--- src/rtl/irq_aggr_pkg.sv ---
package irq_aggr_pkg;
  localparam int unsigned IRQ_N   = 11;
  localparam int unsigned ADDR_W  = 12;
  localparam int unsigned DATA_W  = 32;
  localparam logic [IRQ_N-1:0] IMPL_MASK = 11'h5FF;

  localparam logic [ADDR_W-1:0] OFS_MSG   = 12'h004;
  localparam logic [ADDR_W-1:0] OFS_PEND  = 12'h00C;
  localparam logic [ADDR_W-1:0] OFS_MASK  = 12'h018;
  localparam logic [ADDR_W-1:0] OFS_PEND2 = 12'h01C;
  localparam logic [ADDR_W-1:0] OFS_LVL   = 12'h028;
endpackage

--- src/rtl/irq_line_sync.sv ---
module irq_line_sync #(
  parameter int unsigned N = 11
) (
  input  logic         clk_i,
  input  logic         rst_ni,
  input  logic [N-1:0] irq_i,
  output logic [N-1:0] lvl_o,
  output logic [N-1:0] chg_o
);
  logic [N-1:0] s1_q, s2_q, prev_q;

  for (genvar g = 0; g < N; g++) begin : g_line
    always_ff @(posedge clk_i or negedge rst_ni) begin
      if (!rst_ni) begin
        s1_q[g]   <= 1'b0;
        s2_q[g]   <= 1'b0;
        prev_q[g] <= 1'b0;
      end else begin
        s1_q[g]   <= irq_i[g];
        s2_q[g]   <= s1_q[g];
        prev_q[g] <= s2_q[g];
      end
    end
    assign chg_o[g] = s2_q[g] ^ prev_q[g];
  end

  assign lvl_o = s2_q;
endmodule

--- src/rtl/irq_pend_ctrl.sv ---
module irq_pend_ctrl #(
  parameter int unsigned N = 11,
  parameter logic [N-1:0] IMPL = '1
) (
  input  logic         clk_i,
  input  logic         rst_ni,
  input  logic [N-1:0] chg_i,
  input  logic [N-1:0] mask_i,
  input  logic         rd_clr_i,
  output logic [N-1:0] pend_o,
  output logic         msg_valid_o
);
  logic [N-1:0] pend_q, set;
  logic         armed_q, fire, msg_q;

  assign set  = chg_i & mask_i & IMPL;
  assign fire = armed_q && (|set);

  always_ff @(posedge clk_i or negedge rst_ni) begin
    if (!rst_ni) begin
      pend_q  <= '0;
      armed_q <= 1'b1;
      msg_q   <= 1'b0;
    end else begin
      // a capture in the read cycle survives the clear
      pend_q <= (rd_clr_i ? '0 : pend_q) | set;
      msg_q  <= fire;
      if (fire)          armed_q <= 1'b0;
      else if (rd_clr_i) armed_q <= 1'b1;
    end
  end

  assign pend_o      = pend_q;
  assign msg_valid_o = msg_q;

  AST_MSG_ONE_CYCLE: assert property (@(posedge clk_i) disable iff (!rst_ni)
    msg_valid_o |=> !msg_valid_o);
  AST_MSG_NEEDS_CHANGE: assert property (@(posedge clk_i) disable iff (!rst_ni)
    msg_valid_o |-> ($past(chg_i & mask_i & IMPL) != '0));
  AST_PEND_CLR_ON_READ: assert property (@(posedge clk_i) disable iff (!rst_ni)
    (rd_clr_i && (chg_i & mask_i) == '0) |=> (pend_o == '0));
  AST_MASKED_NO_SET: assert property (@(posedge clk_i) disable iff (!rst_ni)
    1'b1 |=> ((pend_o & ~$past(pend_o) & ~($past(chg_i) & $past(mask_i))) == '0));
endmodule

--- src/rtl/irq_reg_file.sv ---
module irq_reg_file
  import irq_aggr_pkg::*;
#(
  parameter int unsigned N = 11
) (
  input  logic              clk_i,
  input  logic              rst_ni,
  input  logic              req_i,
  input  logic              we_i,
  input  logic [ADDR_W-1:0] addr_i,
  input  logic [DATA_W-1:0] wdata_i,
  input  logic [N-1:0]      pend_i,
  input  logic [N-1:0]      lvl_i,
  output logic [DATA_W-1:0] rdata_o,
  output logic [N-1:0]      mask_o,
  output logic [DATA_W-1:0] msg_o,
  output logic              rd_clr_o
);
  localparam int unsigned PAD = DATA_W - N;

  logic [N-1:0]      mask_q;
  logic [DATA_W-1:0] msg_q, rdata_q, rmux;
  logic              rd, wr;

  assign rd       = req_i && !we_i;
  assign wr       = req_i && we_i;
  assign rd_clr_o = rd && (addr_i == OFS_PEND || addr_i == OFS_PEND2);

  always_comb begin
    unique case (addr_i)
      OFS_MSG:             rmux = msg_q;
      OFS_MASK:            rmux = {{PAD{1'b0}}, mask_q};
      OFS_PEND, OFS_PEND2: rmux = {{PAD{1'b0}}, pend_i};
      OFS_LVL:             rmux = {{PAD{1'b0}}, lvl_i};
      default:             rmux = '0;
    endcase
  end

  always_ff @(posedge clk_i or negedge rst_ni) begin
    if (!rst_ni) begin
      mask_q  <= '0;
      msg_q   <= '0;
      rdata_q <= '0;
    end else begin
      if (wr && addr_i == OFS_MASK) mask_q <= wdata_i[N-1:0];
      if (wr && addr_i == OFS_MSG)  msg_q  <= wdata_i;
      if (rd)                       rdata_q <= rmux;
    end
  end

  assign rdata_o = rdata_q;
  assign mask_o  = mask_q;
  assign msg_o   = msg_q;

  AST_RO_MASK_HELD: assert property (@(posedge clk_i) disable iff (!rst_ni)
    !(wr && addr_i == OFS_MASK) |=> $stable(mask_o));
endmodule

--- src/rtl/irq_msg_aggr.sv ---
module irq_msg_aggr
  import irq_aggr_pkg::*;
(
  input  logic              clk_i,
  input  logic              rst_ni,
  input  logic [IRQ_N-1:0]  irq_i,
  input  logic              req_i,
  input  logic              we_i,
  input  logic [ADDR_W-1:0] addr_i,
  input  logic [DATA_W-1:0] wdata_i,
  output logic [DATA_W-1:0] rdata_o,
  output logic              msg_valid_o,
  output logic [DATA_W-1:0] msg_word_o
);
  logic [IRQ_N-1:0] lvl, chg, mask, pend;
  logic             rd_clr;

  irq_line_sync #(.N(IRQ_N)) u_sync (
    .clk_i, .rst_ni, .irq_i, .lvl_o(lvl), .chg_o(chg)
  );

  irq_pend_ctrl #(.N(IRQ_N), .IMPL(IMPL_MASK)) u_pend (
    .clk_i, .rst_ni, .chg_i(chg), .mask_i(mask), .rd_clr_i(rd_clr),
    .pend_o(pend), .msg_valid_o
  );

  irq_reg_file #(.N(IRQ_N)) u_regs (
    .clk_i, .rst_ni, .req_i, .we_i, .addr_i, .wdata_i,
    .pend_i(pend), .lvl_i(lvl), .rdata_o, .mask_o(mask), .msg_o(msg_word_o),
    .rd_clr_o(rd_clr)
  );

  AST_PEND_BIT9_ZERO: assert property (@(posedge clk_i) disable iff (!rst_ni)
    (req_i && !we_i && addr_i == OFS_PEND) |=> (rdata_o[DATA_W-1:9] == '0 || rdata_o[9] == 1'b0));
endmodule

--- config.mk ---
export PLATFORM = sky130hd
export DESIGN_NAME = irq_msg_aggr
export DESIGN_NICKNAME = d
export VERILOG_FILES = /design/src/rtl/irq_aggr_pkg.sv /design/src/rtl/irq_line_sync.sv /design/src/rtl/irq_pend_ctrl.sv /design/src/rtl/irq_reg_file.sv /design/src/rtl/irq_msg_aggr.sv
export SDC_FILE = /design/constraint.sdc
export NUM_CORES = 1
export LEC_CHECK = 0
export ABC_AREA = 1
export BUFFER_PORTS_ARGS = -buffer_cell sky130_fd_sc_hd__buf_2
export CORE_MARGIN = 1.5
export CORE_UTILIZATION = 40
export CTS_CLUSTER_SIZE = 28
export DETAILED_ROUTE_END_ITERATION = 12
export GPL_ROUTABILITY_DRIVEN = 1
export PLACE_DENSITY = 0.61
export SYNTH_ARGS = -nofsm -noshare
export SYNTH_HDL_FRONTEND = slang
export SYNTH_HIERARCHICAL = 1
export SYNTH_SLANG_ARGS = --single-unit
--- constraint.sdc ---
create_clock -name clk_i -period 2.75 [get_ports clk_i]
set_clock_uncertainty 0.2 [all_clocks]
set_input_delay 0.825 -clock clk_i [delete_from_list [all_inputs] [get_ports clk_i]]
set_output_delay 0.825 -clock clk_i [all_outputs]
set_load 0.02 [all_outputs]
==> impl_results.md <==
- Crit path depth: 1
- Fin. Hold Viols: 0
- Gates resized, CTS repair: 0
- Iter 0 DRT Violations: 220
- GRT Total Usage: 19.29%
- Setup TNS: 0 ns
- Req. time, crit path: 1.73 ns
- CP Capture Type: output pin
- Worst-skew pair later-pin latency: 0.42 ns
- Initial Util: 41.42%
- Mapped Cells: 598
- Hold WC Path Type: reg2reg
- Hold Path Stages: 0
- DR WL/cell: 13.21 um
- Residual DRC: 0
- Top Family by Delay on Critical Path: flip-flops
- Tightest Pin Transition: 0.6315 ns
- First-pass GRT wire length: 19.42 mm
- Die width: 115.0 um
- CTS tree: built
- Die area: 0.01322 mm^2
- CTS max path bufs: 2
- Post-Syn Area: 0.005016 mm^2
- Post-route clock period utilization: 73.88%
- Crit-path max FO: 3
- Core area: 0.01211 mm^2
- Clock sink total: 119
- Ys Warns: 6
- Bufs and invs on worst path: 1
- Layout cells sized above 1: 24.59%
- GP Congestion: 0.7991
- Layout Nets: 786
- Max Slew Vio Count: 0
- Congestion Overflow GR: 0
- DR pass1 iterations: 4
- WL final: 12.00 mm
- Post-DRT Antenna Nets: 0
- Root Buffer: clkbuf_16
- Via count: 4131
- Antenna violations before repair: 0
- Layout Cells excl Fill: 908
- Htree depth: 4
- Status: finished, final reports clean
- Rel. slew slack: 57.90%
- Critical Path AT: 1.01 ns
- Post-synth net total: 657
- Die Ht: 115.0 um
- Total CTS buffers: 17
- Worst IR Drop VDD: 0.3460 mV
- RSZ-0062 raised after global routing: no
- Antenna Cells: 0
- Post-DR vias/cell: 4.550
- Max Cap Viol: 0
- Placed Instances: 876
- P&R area growth vs syn: 29.08%
- Row Count: 40
- Final HPWL DP: 8.003 mm
- Pin count of the biggest net entering global routing: 120
- Util after Layout: 53.46%
- Setup bufs post-CTS: 0
- Worst-path cell with the longest stage delay: dfrtp_1
- I/O pins: 124
- Syn Area/Cell: 8.388 um^2
- R2r worst-path depth: 9
- Number of global-route vias before repair: 3927
- CP max stage delay: 0.41 ns
- # port buffers: 123
- Crit Path Class: reg2out
- Clock slew at reported path FFs: 0.05 ns
- Final min period: 2.032 ns
- Achievable Freq: 492.2 MHz
- Hold_buf cts: 0
- Final setup vio count: 0
- CP Launch Type: flop
- PwrDens: 666.6 mW/mm^2
- Crit-path cells: buf_2
- Leakage: 3.692 nW
metrics by stage:
step	total power, mW	worst slack (ns)	instance area [um^2]	hold WS (ns)
floorplan	1.880	0.6265	5016	0.1312
global placement	1.976	0.4060	5834	0.1336
detailed placement	1.981	0.3400	5834	0.1358
CTS	4.361	0.7052	6475	0.1417
global route	4.467	0.5750	6475	0.1461
finish	4.316	0.7182	6475	0.1371
power by group:
part | leakage [nW] | internal [mW] | switching, mW
combinational | 1.85 | 0.0527 | 0.0991
sequential | 1.53 | 1.78 | 0.0162
clock | 0.306 | 1.59 | 0.782
per-layer routing:
| layer | vias up | global-route usage (%) | share of wire [%] |
|---|---|---|---|
| met5 | - | 0 | 0 |
| met2 | 101 | 30.48 | 49 |
| met1 | 1926 | 25.33 | 45 |
| li1 | 2089 | - | - |
| met3 | 15 | 5.640 | 5.3 |
| met4 | 0 | 7.243 | 1.5 |
area by class of cell:
| class | count | area [um^2] |
|---|---|---|
| clock buffers | 21 | 470.5 |
| clock inverters | 11 | 170.2 |
| fillers | 1191 | 5637 |
| inverters | 98 | 367.9 |
| multi-input cells | 355 | 1549 |
| flip-flops and latches | 119 | 2979 |
| well taps | 168 | 210.2 |
| repair buffers | 136 | 728.2 |
registers in the layout, summed over array words and instances, names as in the netlist:
register            flops
u_sync/prev_q          10
u_pend/armed_q          1
u_regs/rdata_o         32
u_pend/pend_o          10
u_pend/msg_valid_o      1
u_sync/s1_q            11
u_regs/mask_o          11
u_sync/lvl_o           11
u_regs/msg_o           32
final timing paths:
path / start / to / slack, ns
min in group asynchronous: rst_ni / u_sync/s1_q[3] / 0.28
setup / recovery: u_regs/msg_o[1] / msg_word_o[1] / 0.72
setup reg to reg: u_sync/lvl_o[7] / u_pend/msg_valid_o / 1.39
hold reg to reg: u_sync/s1_q[8] / u_sync/lvl_o[8] / 0.14
hold / removal: u_sync/s1_q[8] / u_sync/lvl_o[8] / 0.14
max in group asynchronous: rst_ni / u_regs/msg_o[27] / 1.58
cells in the final DEF, fill, tap and decap left out, drive strengths merged:
| cell type | instances |
|---|---|
| o21ai | 74 |
| dfrtp | 118 |
| buf | 136 |
| nand3 | 50 |
| inv | 99 |
| clkbuf | 21 |
| bufinv | 4 |
| clkinvlp | 3 |
| a21oi | 1 |
| nor2 | 18 |
| clkinv | 3 |
| nand2 | 211 |
| conb | 1 |
| dfstp | 1 |
Power figures use the tool's default switching activity.
